### config.mk
export PLATFORM = sky130hd
export DESIGN_NAME = icache_refill_ctrl
export DESIGN_NICKNAME = d
export VERILOG_FILES = /design/src/rtl/icache_refill_pkg.sv /design/src/rtl/icache_refill_dp.sv /design/src/rtl/icache_refill_fsm.sv /design/src/rtl/icache_refill_ctrl.sv
export SDC_FILE = /design/constraint.sdc
export NUM_CORES = 1
export LEC_CHECK = 0
export ABC_AREA = 1
export BUFFER_PORTS_ARGS = -buffer_cell sky130_fd_sc_hd__buf_2
export CORE_UTILIZATION = 40
export DETAILED_ROUTE_END_ITERATION = 16
export PLACE_DENSITY = 0.63
export SYNTH_ARGS = -nofsm -noshare
export SYNTH_HDL_FRONTEND = slang
export SYNTH_SLANG_ARGS = --single-unit
### constraint.sdc
create_clock -name clk -period 2.4 [get_ports clk]
set_clock_uncertainty 0.2 [all_clocks]
set_input_delay 0.36 -clock clk [delete_from_list [all_inputs] [get_ports clk]]
set_output_delay 0.36 -clock clk [all_outputs]
set_load 0.005 [all_outputs]
### src/rtl/icache_refill_pkg.sv
package icache_refill_pkg;
  typedef struct packed {
    logic startRefill;
    logic finishRefill;
  } refill_strobe_t;
endpackage

### src/rtl/icache_refill_dp.sv
module icache_refill_dp
  import icache_refill_pkg::*;
#(
  parameter int BLK_W   = 12,
  parameter int INDEX_W = 4
) (
  input  logic             clk,
  input  logic             rstN,
  input  refill_strobe_t   strb,
  input  logic [BLK_W-1:0] fetchAddr,
  output logic             fetchHit,
  output logic [BLK_W-1:0] refillAddr
);
  localparam int NUM_SETS = 1 << INDEX_W;
  localparam int TAG_W    = BLK_W - INDEX_W;

  logic [TAG_W-1:0]   tagMem [NUM_SETS];
  logic [NUM_SETS-1:0] validBits;
  logic [INDEX_W-1:0] fetchIdx, refIdx;
  logic [TAG_W-1:0]   fetchTag, refTag;

  assign fetchIdx = fetchAddr[INDEX_W-1:0];
  assign fetchTag = fetchAddr[BLK_W-1:INDEX_W];
  assign refIdx   = refillAddr[INDEX_W-1:0];
  assign refTag   = refillAddr[BLK_W-1:INDEX_W];

  always_ff @(posedge clk) begin
    if (!rstN) refillAddr <= '0;
    else if (strb.startRefill) refillAddr <= fetchAddr;
  end

  for (genvar s = 0; s < NUM_SETS; s++) begin : g_set
    always_ff @(posedge clk) begin
      if (!rstN) validBits[s] <= 1'b0;
      else if (strb.finishRefill && refIdx == INDEX_W'(s)) validBits[s] <= 1'b1;
    end
    always_ff @(posedge clk) begin
      if (strb.finishRefill && refIdx == INDEX_W'(s)) tagMem[s] <= refTag;
    end
  end

  assign fetchHit = validBits[fetchIdx] && (tagMem[fetchIdx] == fetchTag);

  // the finished line is valid in the following cycle
  a_r6_line_valid_after_finish: assert property (@(posedge clk) disable iff (!rstN)
    strb.finishRefill |=> validBits[$past(refIdx)]);

  // the refill address holds still unless a refill is starting
  a_r2_addr_holds: assert property (@(posedge clk) disable iff (!rstN)
    !$past(strb.startRefill) && $past(rstN) |-> $stable(refillAddr));
endmodule

### src/rtl/icache_refill_fsm.sv
module icache_refill_fsm
  import icache_refill_pkg::*;
#(
  parameter int NUM_BANKS = 5
) (
  input  logic                 clk,
  input  logic                 rstN,
  input  logic                 fetchValid,
  input  logic                 fetchHit,
  input  logic [NUM_BANKS-1:0] bankDone,
  output refill_strobe_t       strb,
  output logic                 refillValid,
  output logic                 busy,
  output logic                 dispatchReady,
  output logic                 errFlag
);
  logic [NUM_BANKS-1:0] pending, pendingNext;
  logic stray;

  assign pendingNext       = pending & ~bankDone;
  assign stray             = |(bankDone & ~pending);
  assign strb.startRefill  = !busy && fetchValid && !fetchHit;
  assign strb.finishRefill = busy && (pendingNext == '0);

  always_ff @(posedge clk) begin
    if (!rstN) begin
      pending       <= '0;
      busy          <= 1'b0;
      refillValid   <= 1'b0;
      dispatchReady <= 1'b0;
      errFlag       <= 1'b0;
    end else begin
      refillValid   <= strb.startRefill;
      dispatchReady <= strb.finishRefill;
      if (stray) errFlag <= 1'b1;
      if (strb.startRefill) begin
        pending <= '1;
        busy    <= 1'b1;
      end else if (busy) begin
        pending <= pendingNext;
        if (strb.finishRefill) busy <= 1'b0;
      end
    end
  end

  // a new refill broadcast goes out when the block becomes busy
  a_r2_broadcast_on_start: assert property (@(posedge clk) disable iff (!rstN)
    $rose(busy) |-> refillValid);

  // no broadcast while a refill was already running
  a_r3_single_outstanding: assert property (@(posedge clk) disable iff (!rstN)
    busy && refillValid |=> !refillValid);

  // pending bits only clear while a refill runs
  a_r4_pending_only_clears: assert property (@(posedge clk) disable iff (!rstN)
    busy && $past(busy) |-> (pending & ~$past(pending)) == '0);

  // dispatch is a single pulse ending a busy period
  a_r5_dispatch_ends_busy: assert property (@(posedge clk) disable iff (!rstN)
    dispatchReady |-> !busy && $past(busy));

  a_r5_dispatch_pulse: assert property (@(posedge clk) disable iff (!rstN)
    dispatchReady |=> !dispatchReady);

  // the error flag is sticky
  a_r7_err_sticky: assert property (@(posedge clk) disable iff (!rstN)
    errFlag |=> errFlag);
endmodule

### src/rtl/icache_refill_ctrl.sv
module icache_refill_ctrl
  import icache_refill_pkg::*;
#(
  parameter int NUM_BANKS = 5,
  parameter int BLK_W     = 12,
  parameter int INDEX_W   = 4
) (
  input  logic                 clk,
  input  logic                 rstN,
  input  logic                 fetchValid,
  input  logic [BLK_W-1:0]     fetchAddr,
  output logic                 fetchHit,
  output logic                 refillValid,
  output logic [BLK_W-1:0]     refillAddr,
  input  logic [NUM_BANKS-1:0] bankDone,
  output logic                 busy,
  output logic                 dispatchReady,
  output logic                 errFlag
);
  refill_strobe_t strb;

  icache_refill_fsm #(.NUM_BANKS(NUM_BANKS)) u_fsm (
    .clk(clk), .rstN(rstN), .fetchValid(fetchValid), .fetchHit(fetchHit),
    .bankDone(bankDone), .strb(strb), .refillValid(refillValid), .busy(busy),
    .dispatchReady(dispatchReady), .errFlag(errFlag)
  );

  icache_refill_dp #(.BLK_W(BLK_W), .INDEX_W(INDEX_W)) u_dp (
    .clk(clk), .rstN(rstN), .strb(strb), .fetchAddr(fetchAddr),
    .fetchHit(fetchHit), .refillAddr(refillAddr)
  );
endmodule

* Yosys cells after proc, flatten, opt, wreduce, memory -nomap -nowiden
Memories as Yosys holds them, arrays and structs flattened.
Index checks and enable logic that the tools add are counted.
** Word-level totals
- Register bits :: 37
- Output and inout port bits :: 17
- Memories :: 1
- Logic and storage cells :: 169
- RAM bits :: 128
- Input bits :: 20
** Memory list
- u_dp.tagMem :: depth 16, bits a word 8, read ports 1, clocked after Yosys merged registers in 0, write ports 1, RTL line icache_refill_dp.sv:17 : logic [TAG_W-1:0] tagMem [NUM_SETS];
** Cells by class
- Order comparisons :: 1
- Reductions and logical operators :: 41
- Mux-type cells :: 84
- Bitwise logic cells :: 4
- Equal/unequal tests :: 16
** Operator list (number)
- 8-bit 2-to-1 mux :: 15
- 8-bit OR reduction :: 15
- 4-bit 2-to-1 mux :: 15
- 1-bit 2-to-1 mux :: 51
- 4-bit equality test (second input constant) :: 8
- 1-bit logical AND :: 20
- 4-bit by 3-bit equality test with 1-bit output (second input constant) :: 4
- 5-bit AND :: 2
- 5-bit 2-to-1 mux :: 2
- 5-bit inverter :: 2
- 4-bit by 2-bit equality test with 1-bit output (second input constant) :: 2
- 8-bit equality test :: 1
- 5-bit logical NOT :: 1
- 4-bit by 5-bit less-than comparator with 1-bit output (second input constant) :: 1
- 5-bit OR reduction :: 1
- 1-bit binary-select mux with 4-bit select :: 1
- 4-bit by 1-bit equality test with 1-bit output (second input constant) :: 1
- 4-bit logical NOT :: 1
- 1-bit logical NOT :: 2
- 2-bit nonzero test :: 1

* Logic depth before layout (Yosys ltp)
- Depth in word-level cells :: 23
- Depth in mapped cells :: 18

* Cells and area by module
From an unflattened synthesis, not the netlist that was laid out.
** Second synthesis, totals
- Cells, all modules :: 718
- Area total of the unflattened synthesis :: 6970.4 µm²
** Modules (own cells, without submodules)
- icache_refill_dp :: seq. area each 4404.2 µm², times used 1, area each 6570.1 µm², cells each 660
- icache_refill_fsm :: seq. area each 180.2 µm², times used 1, area each 400.4 µm², cells each 58

* Worst setup path before layout
Ideal clock, no wire load.
- Path type :: input port to flip-flop
- From :: input fetchAddr[0]
- To :: register u_dp.refillAddr[10]
- Library setup time :: 0.113 ns
- Slack :: 0.336 ns
- Arrival :: 1.751 ns
- Buffers on the path :: 2
- Data required time :: 2.087 ns
- Cell stages on the path :: 15
- Path through :: buf_6 -> or2_2 -> nand3_1 -> nand3_1 -> nand3_1 -> nand2_1 -> nand2_1 -> nand2_1 -> nor2_1 -> nand3_1 -> nor2_2 -> nor2_2 -> buf_6 -> nor2_1 -> nor2_1
** On the way
- Longest elaborated chain between the ends :: 5
- Elaborated cells on any way between the ends :: 7
- Those cells by class :: 1 x eq/ne; 2 x mux; 3 x reduce/logical; 1 x memory
** RTL lines
- start: declaration :: RTL line icache_refill_ctrl.sv:11 : input logic [BLK_W-1:0] fetchAddr,
- memory 16 x 8 bit / 1-bit binary-select mux with 4-bit select (equally long branches)
- 8-bit equality test / 1-bit 2-to-1 mux (equally long branches) :: RTL line icache_refill_dp.sv:42 : assign fetchHit = validBits[fetchIdx] && (tagMem[fetchIdx] == fetchTag);
- 1-bit logical AND * :: RTL line icache_refill_dp.sv:42
- net fetchHit :: RTL line icache_refill_ctrl.sv:12 : output logic fetchHit,
- 1-bit logical NOT * :: RTL line icache_refill_fsm.sv:22 : assign strb.startRefill = !busy && fetchValid && !fetchHit;
- 1-bit logical AND * :: RTL line icache_refill_fsm.sv:22
- end signal: assignment :: RTL line icache_refill_dp.sv:29 : else if (strb.startRefill) refillAddr <= fetchAddr;
- end: declaration :: RTL line icache_refill_dp.sv:12 : output logic [BLK_W-1:0] refillAddr
The timed path passes the listed nets; every way through them passes the cells marked *. The select of a mux whose other input is x is not followed.
A chain may end at the register's enable or synchronous reset.

* Worst setup path after layout
- From :: memory u_dp.tagMem[11][6] (netlist bit)
- To :: output fetchHit
** On the way
- Longest elaborated chain between the ends :: 3
** RTL lines (RTL line)
- start: declaration :: icache_refill_dp.sv:17
- memory 16 x 8 bit
- 8-bit equality test :: icache_refill_dp.sv:42
- 1-bit logical AND :: icache_refill_dp.sv:42
- end: declaration :: icache_refill_ctrl.sv:12
Every way passes these cells.

==> results by group <==
Logic synthesis
  • Post-synth EDFFs: 128
  • Yosys warning total: 0
  • Primary FF master, synth: edfxtp_1
  • Syn nets: 789
  • Largest area contributor in the synthesized netlist: edfxtp_1
  • Synth cell types: 25
  • Synth cell count leaders: nand2_1 (236), edfxtp_1 (128), nand3_1 (114), inv_1 (96), nor2_1 (70)
  • Sequential share of the synthesized area: 63.2%
  • Mean area per synthesized cell: 9.43 um2
  • Syn Std Cell Area: 7250 um2
  • Ys async rst share: 0%
  • Synth top area share: 53.0%
  • Post-synthesis register bit count: 165
  • Top-count cell post-synth: nand2_1
  • Largest cells by area after synthesis: edfxtp_1 (53%), nand2_1 (12%), dfxtp_1 (10%), nand3_1 (7.9%), inv_1 (5.0%)
  • Post-synthesis cell count: 769

Finish
  • Layout cells sized above 1: 19.7%
  • Final instance area: 8950 um2
  • Diode count: 0
  • Layout Area Growth over Synthesis: 23.4%
  • Nets: 875

GRT
  • Vias in the first global route: 5,142
  • GR Util All Layers: 21.5%
  • Initial antenna violation count: 0
  • Grt ovf: 0
  • First-pass GRT wire length: 28,600 um
  • Largest net degree at the start of global routing: 36

STA
  • Fin crit share: 105%
  • Fin. max-slew vios: 0
  • RSZ-0062 raised after global routing: yes
  • Slew headroom: 53.4%
  • Setup ws final: -0.110 ns
  • Pin slew with the least headroom to its limit: 0.699 ns
  • Final Hold Viols: 0
  • Fmax: 0.398 GHz
  • Setup tns final: -0.110 ns
  • Final setup viols: 1
  • Min cycle time layout: 2.51 ns

Die
  • Initial core utilization: 41.5%
  • Core outline area: 17,500 um2
  • Die width: 137 um
  • Die height: 137 um
  • Die ar.: 18,700 um2
  • IO Count: 37
  • # rows: 48

Clocking
  • CTS sink count: 165
  • Clock Latency Late Sink: 0.44 ns
  • Clk buf depth: 2
  • CTS H-Tree Depth: 4
  • CTS tree: built
  • TritonCTS buffer count: 17
  • CTS root buf: clkbuf_16
  • Worst-path clk slew: 0.06 ns

Route
  • Drt drc: 0
  • Post-DRT Antenna Nets: 0
  • Pre-antenna DRT Iters: 5
  • Vias: 5,527
  • Iteration-0 DRC count of the detailed router: 478
  • WL per Instance: 17.2 um
  • Final wirelength: 18,900 um
  • Vias per Instance: 5.06

Outcome
  • Status: finished, violations left
  • Failing checks: setup timing

Placement
  • DPL Wire Length: 12,000 um
  • Post-DP Area: 8020 um2
  • Port-buffer cells: 36
  • Gpl congestion: 0.855

Critical path
  • Worst setup SP type: flip-flop
  • CP arrival: 1.95 ns
  • Req. time, crit path: 1.84 ns
  • Crit Path Category: flip-flop to output pin
  • CP Capture Type: output pin
  • Crit-path max FO: 3

Power
  • Pleak: 3.91 nW
  • VDD IR max: 495 uV
  • PD cells: 738 nW/um2

Worst hold path
  • Min-Delay Path Class: primary input to flip-flop

Run
  • Max Cap Viol: 0
## final cells by class
class                   count  area, um2
repair buffers            101        890
clock inverters             7       56.3
multi-input cells         470       2200
clock buffers              25        558
fillers                  1567       8520
flip-flops and latches    165       4580
inverters                 100        383
well taps                 225        282
## power breakdown
group	total [mW]	switching, mW	internal, mW
clock	2.73	1.11	1.62
sequential	3.22	0.0574	3.16
combinational	0.656	0.403	0.253
total	6.60	1.57	5.03
## worst max-delay path: stages (launching register included)
cell,delay [ns]
edfxtp_1,0.38
or2_4,0.26
nand2_2,0.06
nand3_2,0.07
nand3_2,0.11
nand2_2,0.06
nand2_1,0.06
nand2_1,0.04
nor2_1,0.09
nand3_1,0.11
nor2_2,0.13
buf_2,0.15
## worst paths after layout
path	startpoint	to	slack, ns	cells after the start
setup / recovery	u_dp.tagMem[11][6]	fetchHit	-0.11	11
hold / removal	bankDone[0]	u_fsm.pending[0]	0.01	4
setup reg to reg	u_dp.tagMem[11][6]	u_dp.refillAddr[8]	0.12	14
hold reg to reg	u_dp.validBits[13]	u_dp.validBits[13]	0.26	1
## per-layer routing
layer  GRT usage [%]  share of wire (%)  wire, um  vias to the layer above
met3            4.11                5.5      1040                       29
met4            9.75                2.5       475                        0
li1                -                  -         -                     2670
met2            33.5                 46      8740                      179
met5               0                  0         0                        -
met1            29.0                 46      8600                     2649
## cell families after synthesis
kind of cell           after synthesis  share of synthesized area (%)
AOI/OAI and AO/OA                   42                           3.76
buffers and inverters              134                           8.57
DFF                                165                           63.2
and+or+nand+nor                    428                           24.4
## state kept, by name (all words and copies together) (netlist names)
register and cells:
u_dp.refillAddr 12, u_dp.tagMem 128, u_fsm.busy 1, u_fsm.errFlag 1, u_fsm.pending 5, u_fsm.refillValid 1, u_dp.validBits 16, u_fsm.dispatchReady 1
## timing repair
action,in CTS,in global routing
gates cloned,1,2
hold endpoints to repair,1,0
pin swaps,5,18
hold buffers,1,0
setup buffers,5,2
gates resized for setup,18,26
setup endpoints to repair,1,16
## placed cells by master, fill, tap and decap left out, types with 2 or more instances in the layout
master / Yosys / layout
clkinv_4: 0 / 4
buf_12: 0 / 12
nor2_1: 70 / 70
or2_4: 0 / 3
o22ai_1: 2 / 2
buf_4: 1 / 47
buf_6: 13 / 3
a21oi_1: 2 / 2
o21ai_0: 10 / 9
o21a_1: 16 / 16
inv_1: 96 / 96
o21ai_1: 5 / 5
nand2_2: 0 / 4
o211ai_1: 4 / 4
clkbuf_16: 0 / 21
nand3_2: 1 / 24
inv_2: 3 / 2
buf_2: 14 / 35
dfxtp_1: 37 / 37
nor2_2: 3 / 2
nand3_1: 114 / 90
edfxtp_1: 128 / 128
nand2_1: 236 / 232
clkbuf_8: 0 / 6
## stage by stage
stage	instances	total power, mW	utilization, %	setup slack (ns)	hold slack (ns)
2_1_floorplan	769	3.61	-	0.336	0.233
3_3_place_gp	1050	3.87	45.9	-0.349	0.240
4_1_cts	1089	6.60	50.3	-0.107	0.00272
6_report	1093	6.60	51.2	-0.110	0.0110
3_5_place_dp	1050	3.87	45.9	-0.403	0.249
5_1_grt	1093	6.82	51.2	-0.230	0.0311
No activity file was read; power rests on OpenSTA's default activity.
